<file path="config.mk">
export PLATFORM = sky130hd
export DESIGN_NAME = serial_reg_port
export DESIGN_NICKNAME = d
export VERILOG_FILES = /design/src/rtl/srw_pkg.sv /design/src/rtl/srw_sync.sv /design/src/rtl/srw_lockout.sv /design/src/rtl/srw_frame.sv /design/src/rtl/srw_bank.sv /design/src/rtl/serial_reg_port.sv
export SDC_FILE = /design/constraint.sdc
export NUM_CORES = 1
export LEC_CHECK = 0
export BUFFER_PORTS_ARGS = -buffer_cell sky130_fd_sc_hd__buf_4
export CAP_MARGIN = 5
export CELL_PAD_IN_SITES_DETAIL_PLACEMENT = 0
export CELL_PAD_IN_SITES_GLOBAL_PLACEMENT = 2
export CORE_UTILIZATION = 36
export CTS_CLUSTER_DIAMETER = 80
export DETAILED_ROUTE_END_ITERATION = 8
export GPL_TIMING_DRIVEN = 0
export PLACE_DENSITY_LB_ADDON = 0.1
export SETUP_SLACK_MARGIN = 0.1
export SLEW_MARGIN = 10
export SYNTH_ARGS = -nofsm -noshare
export SYNTH_HDL_FRONTEND = slang
export SYNTH_SLANG_ARGS = --single-unit
</file>
<file path="constraint.sdc">
create_clock -name clk -period 2.1 [get_ports clk]
set_input_delay 0.105 -clock clk [delete_from_list [all_inputs] [get_ports clk]]
set_output_delay 0.105 -clock clk [all_outputs]
set_load 0.01 [all_outputs]
</file>
<file path="src/rtl/srw_pkg.sv">
// Shared constants and per-register tables for the serial register loader.
// Assumes a 12-bit word, a 3-bit address and a single guard bit per frame.
package srw_pkg;
    localparam int WORD_W   = 12;
    localparam int ADDR_W   = 3;
    localparam int HDR_BITS = 1 + ADDR_W;

    // Value a register takes on reset or on software reset.
    function automatic logic [WORD_W-1:0] reg_default(input int idx);
        return (idx == 2) ? WORD_W'(128) : '0;
    endfunction

    // Defined bits of each register; the rest always read as zero.
    function automatic logic [WORD_W-1:0] reg_mask(input int idx);
        case (idx)
            2:       return 12'h0FF;
            3:       return 12'h3FF;
            default: return 12'hFFF;
        endcase
    endfunction
endpackage

</file>
<file path="src/rtl/srw_sync.sv">
// Two-flop synchroniser plus one history flop for edge detection.
// Assumes each input is a slow level compared with clk.
module srw_sync #(
    parameter int            W       = 3,
    parameter logic [W-1:0]  RST_VAL = '0
) (
    input  logic         clk,
    input  logic         rst_n,
    input  logic [W-1:0] async_i,
    output logic [W-1:0] sync_o,
    output logic [W-1:0] prev_o
);
    logic [W-1:0] meta_q, sync_q, prev_q;

    // Move the pin levels into the clk domain and keep the prior value.
    always_ff @(posedge clk) begin
        if (!rst_n) begin
            meta_q <= RST_VAL;
            sync_q <= RST_VAL;
            prev_q <= RST_VAL;
        end else begin
            meta_q <= async_i;
            sync_q <= meta_q;
            prev_q <= sync_q;
        end
    end

    assign sync_o = sync_q;
    assign prev_o = prev_q;
endmodule

</file>
<file path="src/rtl/srw_lockout.sv">
// Counts LOCK_CYCLES clocks after reset and reports the lockout window.
// Assumes the window opens only at reset.
module srw_lockout #(
    parameter int LOCK_CYCLES = 1024
) (
    input  logic clk,
    input  logic rst_n,
    output logic locked_o
);
    localparam int CW = (LOCK_CYCLES < 2) ? 1 : $clog2(LOCK_CYCLES + 1);
    localparam logic [CW-1:0] LIMIT = CW'(LOCK_CYCLES);

    logic [CW-1:0] cnt_q;

    // Run the counter up to the limit and stop there.
    always_ff @(posedge clk) begin
        if (!rst_n)              cnt_q <= '0;
        else if (cnt_q != LIMIT) cnt_q <= cnt_q + CW'(1);
    end

    assign locked_o = (cnt_q != LIMIT);

    AST_LOCK_STAYS_OPEN: assert property (@(posedge clk) disable iff (!rst_n)
        !locked_o |=> !locked_o);
endmodule

</file>
<file path="src/rtl/srw_frame.sv">
// Parses one serial frame (guard bit, address, words) into staging registers.
// Assumes bit_stb_i pulses for one clk per serial clock rise and bit_val_i
// is stable at that time; the frame state is cleared at each strobe fall.
module srw_frame
    import srw_pkg::*;
#(
    parameter int NREG = 4
) (
    input  logic                   clk,
    input  logic                   rst_n,
    input  logic                   bit_stb_i,
    input  logic                   bit_val_i,
    input  logic                   load_low_i,
    input  logic                   load_fall_i,
    input  logic                   load_rise_i,
    output logic [NREG*WORD_W-1:0] stage_o,
    output logic [NREG-1:0]        pend_o,
    output logic                   commit_o
);
    localparam int IDX_W = $clog2(WORD_W);
    localparam int HDR_W = $clog2(HDR_BITS);
    localparam logic [IDX_W-1:0] LAST_BIT = IDX_W'(WORD_W - 1);
    localparam logic [HDR_W-1:0] LAST_HDR = HDR_W'(HDR_BITS - 1);

    logic              in_hdr_q;
    logic [HDR_W-1:0]  hdr_cnt_q;
    logic [IDX_W-1:0]  bit_idx_q;
    logic [ADDR_W-1:0] addr_q;
    logic [WORD_W-1:0] shift_q;
    logic              bad_q;

    logic              take;
    logic              word_done;
    logic [WORD_W-1:0] word_full;

    assign take      = bit_stb_i & load_low_i;
    assign word_done = take & ~in_hdr_q & (bit_idx_q == LAST_BIT);
    assign word_full = {bit_val_i, shift_q[WORD_W-1:1]};

    // Walk the header and data bits, stepping the address per finished word.
    always_ff @(posedge clk) begin
        if (!rst_n || load_fall_i) begin
            in_hdr_q  <= 1'b1;
            hdr_cnt_q <= '0;
            bit_idx_q <= '0;
            addr_q    <= '0;
            shift_q   <= '0;
            bad_q     <= 1'b0;
        end else if (take) begin
            if (in_hdr_q) begin
                if (hdr_cnt_q == '0) bad_q <= bad_q | bit_val_i;
                else                 addr_q[hdr_cnt_q - HDR_W'(1)] <= bit_val_i;
                if (hdr_cnt_q == LAST_HDR) in_hdr_q <= 1'b0;
                hdr_cnt_q <= hdr_cnt_q + HDR_W'(1);
            end else begin
                shift_q <= word_full;
                if (bit_idx_q == LAST_BIT) begin
                    bit_idx_q <= '0;
                    addr_q    <= addr_q + ADDR_W'(1);
                end else begin
                    bit_idx_q <= bit_idx_q + IDX_W'(1);
                end
            end
        end
    end

    for (genvar g = 0; g < NREG; g++) begin : g_stage
        logic [WORD_W-1:0] stage_q;
        logic              pend_q;

        // Hold the last finished word for this address until the commit.
        always_ff @(posedge clk) begin
            if (!rst_n) begin
                stage_q <= '0;
                pend_q  <= 1'b0;
            end else if (load_fall_i) begin
                pend_q  <= 1'b0;
            end else if (word_done && addr_q == ADDR_W'(g)) begin
                stage_q <= word_full;
                pend_q  <= 1'b1;
            end
        end

        assign stage_o[g*WORD_W +: WORD_W] = stage_q;
        assign pend_o[g]                   = pend_q;
    end

    assign commit_o = load_rise_i & ~bad_q;

    AST_BIT_INDEX_RANGE: assert property (@(posedge clk) disable iff (!rst_n)
        bit_idx_q <= LAST_BIT);
    AST_NO_DATA_IN_HEADER: assert property (@(posedge clk) disable iff (!rst_n)
        in_hdr_q |-> bit_idx_q == '0);
endmodule

</file>
<file path="src/rtl/srw_bank.sv">
// Live register bank: commits staged words, applies masks and soft reset.
// Assumes commit_i is a single-cycle pulse and register 0 bit 0 is soft reset.
module srw_bank
    import srw_pkg::*;
#(
    parameter int NREG = 4
) (
    input  logic                   clk,
    input  logic                   rst_n,
    input  logic                   commit_i,
    input  logic                   lock_i,
    input  logic [NREG*WORD_W-1:0] stage_i,
    input  logic [NREG-1:0]        pend_i,
    output logic [NREG*WORD_W-1:0] regs_o
);
    // Build the flat default and mask vectors from the package tables.
    function automatic logic [NREG*WORD_W-1:0] all_defaults();
        logic [NREG*WORD_W-1:0] v;
        for (int i = 0; i < NREG; i++) v[i*WORD_W +: WORD_W] = reg_default(i);
        return v;
    endfunction

    function automatic logic [NREG*WORD_W-1:0] all_masks();
        logic [NREG*WORD_W-1:0] v;
        for (int i = 0; i < NREG; i++) v[i*WORD_W +: WORD_W] = reg_mask(i);
        return v;
    endfunction

    localparam logic [NREG*WORD_W-1:0] DEFAULTS = all_defaults();
    localparam logic [NREG*WORD_W-1:0] MASKS    = all_masks();

    logic apply, soft_rst;

    assign apply    = commit_i & ~lock_i;
    assign soft_rst = apply & pend_i[0] & stage_i[0];

    for (genvar g = 0; g < NREG; g++) begin : g_reg
        logic [WORD_W-1:0] live_q;

        // Load this register from staging on commit, or restore its default.
        always_ff @(posedge clk) begin
            if (!rst_n || soft_rst)
                live_q <= reg_default(g);
            else if (apply && pend_i[g])
                live_q <= stage_i[g*WORD_W +: WORD_W] & reg_mask(g);
        end

        assign regs_o[g*WORD_W +: WORD_W] = live_q;
    end

    AST_HOLD_UNTIL_COMMIT: assert property (@(posedge clk) disable iff (!rst_n)
        !commit_i |=> $stable(regs_o));
    AST_LOCK_FREEZE: assert property (@(posedge clk) disable iff (!rst_n)
        lock_i |=> $stable(regs_o));
    AST_UNDEF_BITS_ZERO: assert property (@(posedge clk) disable iff (!rst_n)
        (regs_o & ~MASKS) == '0);
    AST_SOFT_RESET_DEFAULTS: assert property (@(posedge clk) disable iff (!rst_n)
        (commit_i && !lock_i && pend_i[0] && stage_i[0]) |=> regs_o == DEFAULTS);
endmodule

</file>
<file path="src/rtl/serial_reg_port.sv">
// Top of the serial register loader: synchroniser, frame parser,
// power-on lockout and live register bank.
// Assumes the serial pins change slowly compared with clk (each level
// held for at least three clk cycles).
module serial_reg_port
    import srw_pkg::*;
#(
    parameter int NREG        = 4,
    parameter int LOCK_CYCLES = 1024
) (
    input  logic                   clk,
    input  logic                   rst_n,
    input  logic                   ser_clk_i,
    input  logic                   ser_data_i,
    input  logic                   ser_load_i,
    output logic [NREG*WORD_W-1:0] regs_o
);
    localparam int PIN_CLK  = 0;
    localparam int PIN_DATA = 1;
    localparam int PIN_LOAD = 2;

    logic [2:0]             pins_s, pins_p;
    logic                   bit_stb, load_low, load_fall, load_rise;
    logic                   commit, locked;
    logic [NREG*WORD_W-1:0] stage;
    logic [NREG-1:0]        pend;

    srw_sync #(.W(3), .RST_VAL(3'b100)) u_sync (
        .clk     (clk),
        .rst_n   (rst_n),
        .async_i ({ser_load_i, ser_data_i, ser_clk_i}),
        .sync_o  (pins_s),
        .prev_o  (pins_p)
    );

    assign bit_stb   = pins_s[PIN_CLK] & ~pins_p[PIN_CLK];
    assign load_low  = ~pins_s[PIN_LOAD];
    assign load_fall = ~pins_s[PIN_LOAD] & pins_p[PIN_LOAD];
    assign load_rise = pins_s[PIN_LOAD] & ~pins_p[PIN_LOAD];

    srw_frame #(.NREG(NREG)) u_frame (
        .clk         (clk),
        .rst_n       (rst_n),
        .bit_stb_i   (bit_stb),
        .bit_val_i   (pins_s[PIN_DATA]),
        .load_low_i  (load_low),
        .load_fall_i (load_fall),
        .load_rise_i (load_rise),
        .stage_o     (stage),
        .pend_o      (pend),
        .commit_o    (commit)
    );

    srw_lockout #(.LOCK_CYCLES(LOCK_CYCLES)) u_lock (
        .clk      (clk),
        .rst_n    (rst_n),
        .locked_o (locked)
    );

    srw_bank #(.NREG(NREG)) u_bank (
        .clk      (clk),
        .rst_n    (rst_n),
        .commit_i (commit),
        .lock_i   (locked),
        .stage_i  (stage),
        .pend_i   (pend),
        .regs_o   (regs_o)
    );

    AST_COMMIT_NEEDS_RISE: assert property (@(posedge clk) disable iff (!rst_n)
        commit |-> load_rise);
endmodule

</file>
# Word-level counts from Yosys, hierarchy flattened
# Index checks and enable logic that the tools add are counted.
classes:
  n_reduce_logical: 24
  n_addsub: 5
  n_lt_le_gt_ge: 2
  eq_ne: 7
  muxes: 9
  n_bitwise: 19
ops:
  columns: ["cell", "n"]
  rows:
  - ["$reduce_and 2->1", 6]
  - ["$add 11x1->11 const B", 1]
  - ["$ne 11x11->1 const B", 1]
  - ["$and 1x1->1", 10]
  - ["$logic_and 1x1->1", 9]
  - ["$mux 3", 3]
  - ["$not 1->1", 8]
  - ["$eq 3x2->1 const B", 2]
  - ["$reduce_and 3->1", 2]
  - ["$add 4x1->4 const B", 1]
  - ["$eq 4x4->1 const B", 1]
  - ["$mux 4", 1]
  - ["$add 3x1->3 const B", 1]
  - ["$bwmux 3", 1]
  - ["$eq 3x1->1 const B", 1]
  - ["$logic_not 3->1", 1]
  - ["$lt 2x3->1 const B", 1]
  - ["$mux 1", 3]
  - ["$add 2x1->2 const B", 1]
  - ["$demux 1 s2", 1]
  - ["$eq 2x2->1 const B", 1]
  - ["$ge 2x1->1 const B", 1]
  - ["$logic_not 2->1", 1]
  - ["$logic_or 1x1->1", 2]
  - ["6 further kinds", 6]
word_totals:
  elab_cells: 88
  output_inout_bits: 48
  input_bits: 5
  ff_bits: 131

# Depth between registers and ports, before layout
# Gate-level depths: netlist (run 1).
logic_depth:
  depth_word: 8
  depth_mapped: 7

# Hierarchy
# A second synthesis (run 1) with hierarchy kept.
hier_totals:
  hier_cells: 549
  hier_area_um2: 5341.4
modules_own_cells:
  columns: ["mod", "seq_area_each_um2", "instances", "cells_per_inst", "area_each_um2"]
  rows:
  - ["srw_frame", 1481.4, 1, 317, 2955.3]
  - ["srw_bank", 840.8, 1, 146, 1561.5]
  - ["srw_lockout", 220.2, 1, 64, 563.0]
  - ["srw_sync", 180.2, 1, 18, 236.5]
  - ["serial_reg_port", 0.0, 1, 4, 25.0]

# Worst setup path after synthesis (run 1)
# OpenSTA, ideal clock, no wires.
synth_timing:
  kind: "flip-flop to flip-flop"
  startpoint: "register u_frame.bit_idx_q[0]"
  endpoint: "register u_frame.g_stage[2].stage_q[6]"
  arrival_ns: 1.634
  synth_period_minus_slack_ns: 1.760
  required_time_ns: 1.974
  path_slack_ns: 0.340
  path_stages_with_launch: 7
  n_path_buf: 1
  path_cell_list: "dfxtp_1 > ha_1 > nor4bb_1 > nand4_1 > clkbuf_1 > nand3_1 > o21ai_0"
synth_via:
  elab_chain_len: 4
synth_rtl:
  columns: ["element", "line_no", "rtl"]
  rows:
  - ["from (decl)", "srw_frame.sv:27", "logic [IDX_W-1:0] bit_idx_q;"]
  - ["from (signal assigned)", "srw_frame.sv:61", "bit_idx_q <= bit_idx_q + IDX_W'(1);"]
  - ["$eq 4x4->1", "srw_frame.sv:37", "assign word_done = take & ~in_hdr_q & (bit_idx_q == LAST_BIT);"]
  - ["$and 1x1->1", "srw_frame.sv:37", null]
  - ["$logic_and 1x1->1", "srw_frame.sv:78", "end else if (word_done && addr_q == ADDR_W'(g)) begin"]
  - ["$reduce_and 2->1 (no source line)", null, null]
  - ["to (signal assigned)", "srw_frame.sv:79", "stage_q <= word_full;"]
  - ["to (decl)", "srw_frame.sv:68", "logic [WORD_W-1:0] stage_q;"]
# No other way between the ends.
# A chain may end at the register's enable or synchronous reset.

# Final worst setup path (run 1)
layout_timing:
  startpoint: "register u_frame.bit_idx_q[0]"
  endpoint: "register u_frame.g_stage[1].stage_q[1]"
layout_via:
  elab_chain_len: 4
layout_rtl:
  columns: ["element", "line_no"]
  rows:
  - ["$eq 4x4->1", "srw_frame.sv:37"]
  - ["$and 1x1->1", "srw_frame.sv:37"]
  - ["$logic_and 1x1->1", "srw_frame.sv:78"]
  - ["$reduce_and 2->1 (no source line)", null]
  - ["to (signal assigned)", "srw_frame.sv:79"]
  - ["to (decl)", "srw_frame.sv:68"]
# No other way between the ends.

==> results.cfg, run 1 <==
[synth]
yosys_register_bits = 129
syn_avg_cell_area_um2 = 9.37
yosys.area_share.xor_xnor = 0.0159
synth_area_leaders = dfxtp_1 52%, mux2i_1 8.5%, nand3_1 5.1%, o21ai_0 4.7%, nor2_1 4.2%
syn_inst = 528
synth_top_family_by_area = simple AND/OR/NAND/NOR gates
synth_top_area_frac = 0.522
yosys_warnings = 0
synth-simple-area-share = 0.213
synth-main-ff-cell = dfxtp_1
yosysSeqAreaShare = 0.522
synthMuxAreaShare = 0.0850
netlist-cell-type-count = 44
netlist_area_mm2 = 0.00495
synth_edf_count = 0
yosys.area_share.adder = 0.0304
async_flop_share = 0
synth_largest_area_cell = dfxtp_1
synth_compound_area_frac = 0.0885

[layout]
final_area_mm2 = 0.00629
antennaDiodeCount = 0
fin_cells = 798
layout-drive-gt1-share = 0.180
area_growth_pct = 27.2
nets = 626

[placed_design]
placedCellCount = 755
port-buffer-count = 46
gp_congestion = 0.744
placed_cell_area_mm2 = 0.00553
hpwl_mm = 8.36

[routing]
drt_first_pass_iters = 4
vias = 3875
drt_iter0_markers = 163
drc = 0
avgRoutedWirePerCell_um = 15.0
drt-vias-per-instance = 4.86
drt_wl_total_mm = 12.0
ant_nets = 0

[floorplanning]
placementRows = 42
initial_core_util = 0.372
die_h_um = 119
io_pins = 53
die_w_um = 119
die-area_mm2 = 0.0142
core_mm2 = 0.0133

[grt]
grt_max_degree = 17
grt_pass1_vias = 3869
antenna_found_initial = 0
grt_pass1_wl_mm = 19.9
gr-total-overflow = 0
track_usage = 0.185

[sta]
finalSetupViolations = 0
worstMarginPinSlew_ns = 0.548
finalCritPeriodShare = 0.870
slew_viol_final = 0
hold_viol = 0
layout_min_cycle_time_ns = 1.83
clock_skew_ns = 0.0106
max_freq_ghz = 0.547
slew_headroom = 0.634
rsz0062_at_grt = false

[clocking]
cts_tree = yes
cts_root_buf = clkbuf_16
htree_levels = 4
cts_buffers = 17
cts.clk_slew.worst_paths_ns = 0.06
insertion_delay_ns = 0.42
cts.path.max_buffers = 2
cts.sinks = 129

[flow_run]
cap_violations = 0

[hold_path]
hold_path.class = input pin to flip-flop

[worst_setup_path]
worst_setup_path_end_kind = flip-flop
arrival_ns = 2.12
cp.required_ns = 2.39
crit_type = flip-flop to flip-flop
crit_path_max_fanout = 7
start_kind = flip-flop

[power_and_ir_drop]
cellLeakagePower_nw = 2.50
powerDensity_mw_per_mm2 = 904
ir_drop_mv = 0.525

[status]
status = finished clean
-- state kept, by name (all words and copies together), names as in the netlist --
name / cells
u_bank.g.live_q: 42
u_sync.prev_o: 2
u_frame.addr_q: 3
u_frame.bit_idx_q: 4
u_sync.meta_q: 3
u_frame.bad_q: 1
u_frame.g_stage.stage_q: 42
u_lock.cnt_q: 11
u_sync.sync_o: 3
u_frame.g_stage.pend_q: 4
u_frame.in_hdr_q: 1
u_frame.shift_q: 11
u_frame.hdr_cnt_q: 2
-- through the flow --
step,setup TNS [ns],utilization,worst slack (ns),hold slack (ns),total power [mW]
finish,0,0.473,0.273,0.0851,5.69
global route,0,0.473,0.116,0.0933,5.89
CTS,0,0.472,0.109,0.0716,5.75
detailed placement,-7.28,0.416,-0.283,0.293,2.64
global placement,-6.80,0.416,-0.241,0.293,2.64
floorplan,0,-,0.340,0.206,2.60
-- kinds of logic after synthesis --
| group | Yosys count |
|---|---|
| xor+xnor | 9 |
| mux | 42 |
| flops | 129 |
| fa+ha+maj | 12 |
| compound gates | 81 |
| other cells | 1 |
| buf+inv | 47 |
| simple gates | 207 |
-- per-layer routing --
metal | GRT usage | share of wire
met1 | 0.237 | 0.49
met2 | 0.299 | 0.47
met3 | 0.0517 | 0.037
met4 | 0.0617 | 0.011
met5 | 0 | 0
-- synth_stat cells (all sizes together) (2+ instances only) --
cell type    n
o21ai       48
nand2b       5
nor2b        4
and2        11
nand3       50
inv         11
xnor2        7
a21o         2
nor4b        2
and4         3
nor4bb       6
nand4       10
dfxtp      129
clkbuf      18
mux2i       42
xor2         2
nor3         4
a31oi        3
and3         2
buf         18
ha          12
nand2       47
a21oi       21
and3b        2
nor2        55
-- where the power goes --
part	total, mW	internal [mW]	switching (mW)
clock	3.10	2.02	1.08
combinational	0.119	0.0421	0.0770
sequential	2.47	2.46	0.0110
-- worst paths after layout --
check | start | depth (start not counted) | slack [ns] | end
min | rst_n | 3 | 0.09 | u_bank.g_reg[2].live_q[7]
min reg2reg | u_sync.meta_q[1] | 1 | 0.44 | u_sync.sync_o[1]
max | u_frame.bit_idx_q[0] | 7 | 0.27 | u_frame.g_stage[1].stage_q[1]
max reg2reg | u_frame.bit_idx_q[0] | 7 | 0.27 | u_frame.g_stage[1].stage_q[1]
-- cell usage in the layout, fill, tap and decap left out, types with 2 or more instances in the layout --
master and instances:
buf_2 8, nor2_1 55, buf_1 2, ha_1 11, nor3_1 4, a21oi_1 21, clkbuf_1 16, clkinvlp_4 3
nor4b_4 2, a31oi_1 3, and4_1 3, mux2i_1 42, a21o_1 2, nand2b_1 5, bufinv_16 4, clkbuf_16 17
buf_4 61, nor4bb_1 5, nand2_1 47, and3b_1 2, and3_1 2, clkinv_2 3, clkbuf_2 3, nor2b_1 3
dlygate4sd3_1 3, conb_1 6, inv_6 2, and2_1 11, xnor2_1 7, inv_1 11, o21ai_1 5, nand4_1 10
o21ai_0 42, xor2_1 2, dfxtp_1 129, nand3_1 50
-- layout make-up --
type                       instances  area (um^2)
fill                            1318         7000
sequential                       129         2580
multi-input combinational        357         2200
clock buffer                      19          443
timing repair buffer              57          435
tap                              176          220
clock inverter                    13          184
buffer                            36          183
inverter                          11         41.3
-- critical path, stage by stage, from the launching register on --
cell and delay [ns]:
dfxtp_1 0.38, ha_2 0.27, nor4bb_4 0.30, nand4_1 0.25
buf_4 0.21, buf_4 0.14, nand3_1 0.08, o21ai_0 0.09
-- what timing repair did --
item,4_1_cts,5_1_grt
pin swaps,4,4
setup buffers,7,1
endpoints found under the hold margin,3,0
setup endpoints to repair,74,67
hold buffers,3,0
gates resized for setup,5,12
Note: power is estimated with default switching activity, not from simulation.
==> run 2, diff against run 1 <==
PLACE_DENSITY = 0.83   (was not set)
PLACE_DENSITY_LB_ADDON = not set   (was 0.1)
==> run 2 against run 1 <==
Global-route usage shrank 0.95 points. Cell count down 0.25%. Worst setup slack worse by 0.015 ns. Power down 3.1%. Combinational power hardly changed. First-iteration DRC count is 34% higher. Sequential cell count unchanged. Final area down 0.68%. Clock-buffer cell count unchanged. Sequential power barely moved. Hold slack got worse by 0.011 ns. Critical path type unchanged. Critical endpoint is now u_bank.g_reg[1].live_q[10]. Highest routed layer unchanged.
==> results.cfg, run 2 (same netlist as run 1, synthesis figures left out) <==
[routing]
drt-vias-per-instance = 4.95
vias = 3944
drt_wl_total_mm = 11.7
drc = 0
drt_iter0_markers = 218
avgRoutedWirePerCell_um = 14.6
drt_first_pass_iters = 4
ant_nets = 0

[placed_design]
gp_congestion = 0.769
port-buffer-count = 46
hpwl_mm = 8.21

[layout]
mostFrequentLayoutCell = dfxtp_1
multi_input_area_mm2 = 0.00221
antennaDiodeCount = 0
regArea_mm2 = 0.00258
nFillCells = 1305
largestRegisters = u_bank.g.live_q: 42 flops, u_frame.g_stage.stage_q: 42 flops
layout_common_cells = 129 x dfxtp_1, 59 x buf_4, 55 x nor2_1
final_util = 0.470
nets = 624
area_growth_pct = 26.4
layout-drive-gt1-share = 0.177

[status]
status = finished clean

[floorplanning]
die_h_um = 119
core_mm2 = 0.0133
die_w_um = 119
die-area_mm2 = 0.0142
initial_core_util = 0.372
io_pins = 53
placementRows = 42

[sta]
finalCritPeriodShare = 0.877
clock_skew_ns = 0.0106
rsz0062_at_grt = false
layout_min_cycle_time_ns = 1.84
finalSetupViolations = 0
hold_viol = 0
whs_ns = 0.0743
worstMarginPinSlew_ns = 0.540
max_freq_ghz = 0.543
slew_headroom = 0.640
slew_viol_final = 0

[clocking]
cts_buffers = 17
cts.path.max_buffers = 2
insertion_delay_ns = 0.41
htree_levels = 4
cts_root_buf = clkbuf_16
cts_tree = yes
cts.clk_slew.worst_paths_ns = 0.06
cts.sinks = 129

[worst_setup_path]
crit_path_max_fanout = 10
arrival_ns = 2.14
cp-startpoint = u_lock.cnt_q[5]
start_kind = flip-flop
cpPeakStageDelay_ns = 0.49
worst_setup_path_end_kind = flip-flop
r2r-start = u_lock.cnt_q[5]
cp_cell_sequence = nor4_4 > nand4_1 > o21ai_2 > buf_2 > nor2_1
cp_slowest_cell = nor4_4
cp.required_ns = 2.40
crit_type = flip-flop to flip-flop

[hold_path]
hp-start = rst_n
hold_path.class = input pin to flip-flop

[power_and_ir_drop]
fin_total_pwr_mw = 5.51
cellLeakagePower_nw = 2.48
powerDensity_mw_per_mm2 = 882
ir_drop_mv = 0.476

[grt]
grt-busiest-layer = met2
track_usage = 0.176
grt_pass1_wl_mm = 19.2
gr-total-overflow = 0
grtUsageMet2 = 0.281
met1_usage = 0.227
grt_max_degree = 17
antenna_found_initial = 0
grt_pass1_vias = 3780
use_met3 = 0.0412

[flow_run]
cap_violations = 0
[run 2: path summary, 6_finish.rpt]
path,endpoint,cells past startpoint,slack [ns]
worst max-delay path,u_bank.g_reg[1].live_q[10],5,0.26
worst min-delay path,u_bank.g_reg[2].live_q[7],3,0.07
worst max register to register,u_bank.g_reg[1].live_q[10],5,0.26
worst min register to register,u_sync.sync_o[2],1,0.41
[run 2: through the flow]
step	area, um^2	setup slack (ns)	cells	TNS [ns]
finish	6250	0.259	796	0
global route	6250	0.102	796	0
CTS	6220	0.111	794	0
detailed placement	5530	-0.243	755	-4.47
global placement	5530	-0.220	755	-4.01
floorplan	4960	0.340	533	0
[run 2: critical path, delay by kind of cell (launching register included)]
family                 cells  cell delay (ns)
AND/OR/NAND/NOR            3             0.81
flip-flops                 1             0.37
buffers and inverters      1             0.28
AO/OA/AOI/OAI              1             0.27
[run 2: area by class of cell]
cell class / count / share of cell area
Buffer: 36 / 0.0290
Timing Repair Buffer: 55 / 0.0673
Inverter: 11 / 0.00661
Clock buffer: 19 / 0.0709
Multi-Input combinational cell: 357 / 0.354
Sequential cell: 129 / 0.413
Clock inverter: 13 / 0.0242
Tap cell: 176 / 0.0352
[run 2: power by group]
part	internal [mW]	switching (mW)
Combinational	0.0421	0.0759
Sequential	2.46	0.0108
Clock	1.80	1.12
[run 2: what timing repair did]
| action | 4_1_cts | 5_1_grt |
|---|---|---|
| pin swaps | 3 | 3 |
| hold buffers | 3 | 0 |
| endpoints found under the setup margin | 72 | 82 |
| setup buffers | 4 | 2 |
| gates resized for setup | 5 | 6 |
| gates cloned | 0 | 0 |
| hold endpoints to repair | 3 | 0 |
[run 2: metal layers]
metal / up-vias / routed length (um)
met5: - / 0
met1: 1883 / 5330
li1: 1971 / -
met3: 13 / 511
met2: 77 / 5610
met4: 0 / 198
==> run 3, diff against run 2 <==
PLACE_DENSITY = 0.84   (was 0.83)
==> run 3 against run 2 <==
Cell count rose by 0.25%. Largest cell class unchanged. Register-to-register slack barely moved. First-iteration DRC count rose by 27%. Clock-buffer cell count rose by 1. Sequential power barely moved. Global-route usage rose by 0.38 points. Final area rose by 0.62%.
==> results.cfg, run 3 (same netlist as run 1, synthesis figures left out) <==
[layout]
antennaDiodeCount = 0
final_util = 0.473
largestRegisters = u_bank.g.live_q: 42 flops, u_frame.g_stage.stage_q: 42 flops
layout_common_cells = 129 x dfxtp_1, 61 x buf_4, 55 x nor2_1
layout-drive-gt1-share = 0.174
mostFrequentLayoutCell = dfxtp_1
nets = 626
area_growth_pct = 27.1
nFillCells = 1289

[floorplanning]
core_mm2 = 0.0133
die_h_um = 119
placementRows = 42
die_w_um = 119
initial_core_util = 0.372
die-area_mm2 = 0.0142
io_pins = 53

[clocking]
cts.sinks = 129
cts.path.max_buffers = 2
cts_buffers = 17
cts_root_buf = clkbuf_16
htree_levels = 4
cts.clk_slew.worst_paths_ns = 0.06
insertion_delay_ns = 0.42
cts_tree = yes

[power_and_ir_drop]
cellLeakagePower_nw = 2.50
ir_drop_mv = 0.521
powerDensity_mw_per_mm2 = 907

[worst_setup_path]
cp.required_ns = 2.39
start_kind = flip-flop
crit_path_max_fanout = 10
arrival_ns = 2.12
crit_type = flip-flop to flip-flop
worst_setup_path_end_kind = flip-flop

[sta]
max_freq_ghz = 0.546
rsz0062_at_grt = false
worstMarginPinSlew_ns = 0.590
slew_headroom = 0.607
hold_viol = 0
layout_min_cycle_time_ns = 1.83
finalSetupViolations = 0
clock_skew_ns = 0.00857
setup_slack_ns = 0.270
slew_viol_final = 0
finalCritPeriodShare = 0.871

[hold_path]
hold_path.class = input pin to flip-flop

[routing]
wl_met2_mm = 5.72
vias = 3907
ant_nets = 0
drt_iter0_markers = 277
drt_wl_total_mm = 11.8
top_layer = met4
avgRoutedWirePerCell_um = 14.8
wl_met1_mm = 5.41
drt-vias-per-instance = 4.90
route.met3.wl_um = 513
drt_first_pass_iters = 4
drc = 0

[placed_design]
place_ws_ns = -0.309
port-buffer-count = 46
gp_congestion = 0.775
hpwl_mm = 8.32

[grt]
grt_max_degree = 17
track_usage = 0.179
gr-total-overflow = 0
antenna_found_initial = 0
grt_pass1_vias = 3788
grt_pass1_wl_mm = 19.5

[flow_run]
cap_violations = 0

[status]
status = finished clean
## run 3: cell count changes in the layout (fill, tap and decap cells not counted), moves of 2 or more
| cell | delta |
|---|---|
| clkbuf_2 | -2 |
| clkbuf_1 | +3 |
| buf_4 | +2 |
| inv_6 | -2 |
| bufinv_16 | +2 |
## run 3: power breakdown
group / switching [mW] / internal, mW
Sequential: 0.0110 / 2.46
Combinational: 0.0753 / 0.0421
Clock: 1.09 / 2.02
## run 3: path summary, 6_finish.rpt
path,from,endpoint,slack (ns),cells after the start
max,u_sync.sync_o[2],u_frame.g_stage[0].stage_q[6],0.27,8
min,rst_n,u_bank.g_reg[2].live_q[7],0.09,3
max reg2reg,u_sync.sync_o[2],u_frame.g_stage[0].stage_q[6],0.27,8
min reg2reg,u_sync.meta_q[2],u_sync.sync_o[2],0.41,1
## run 3: area by class of cell
class | instances | area (um^2) | share of cell area
timing repair buffer | 57 | 435 | 0.0692
clock buffer | 20 | 447 | 0.0710
clock inverter | 12 | 180 | 0.0287
multi-input combinational | 357 | 2200 | 0.350
buffer | 36 | 179 | 0.0285
tap | 176 | 220 | 0.0350
inverter | 11 | 41.3 | 0.00657
sequential | 129 | 2580 | 0.411
## run 3: through the flow
step                      hold WS, ns  cell area (um^2)  instances  power [mW]  TNS, ns
after global placement          0.288              5530        755        2.63    -4.31
after floorplan                 0.206              4960        533        2.60        0
after global routing           0.0777              6290        798        5.90        0
final                          0.0853              6290        798        5.71        0
after detailed placement        0.294              5530        755        2.64    -6.44
after CTS                       0.144              6270        798        5.77        0
## run 3: critical path, cell delays in order (launching register included)
cell and delay (ns):
dfxtp_1 0.32, buf_6 0.14, nor4b_4 0.34, buf_4 0.17
nand4_1 0.08, buf_4 0.17, clkbuf_1 0.23, nand3_1 0.17
o21ai_0 0.09
## run 3: routing by layer
metal | global-route usage | up-vias
li1 | - | 1983
met1 | 0.233 | 1856
met2 | 0.288 | 57
met3 | 0.0407 | 11
met4 | 0.0688 | 0
met5 | 0 | -
## run 3: timing repair
item,CTS,global route
endpoints found under the hold margin,3,0
resized for setup,3,4
pin swaps,4,1
hold buffers,3,0
buffers inserted,8,0
setup endpoints to repair,70,66
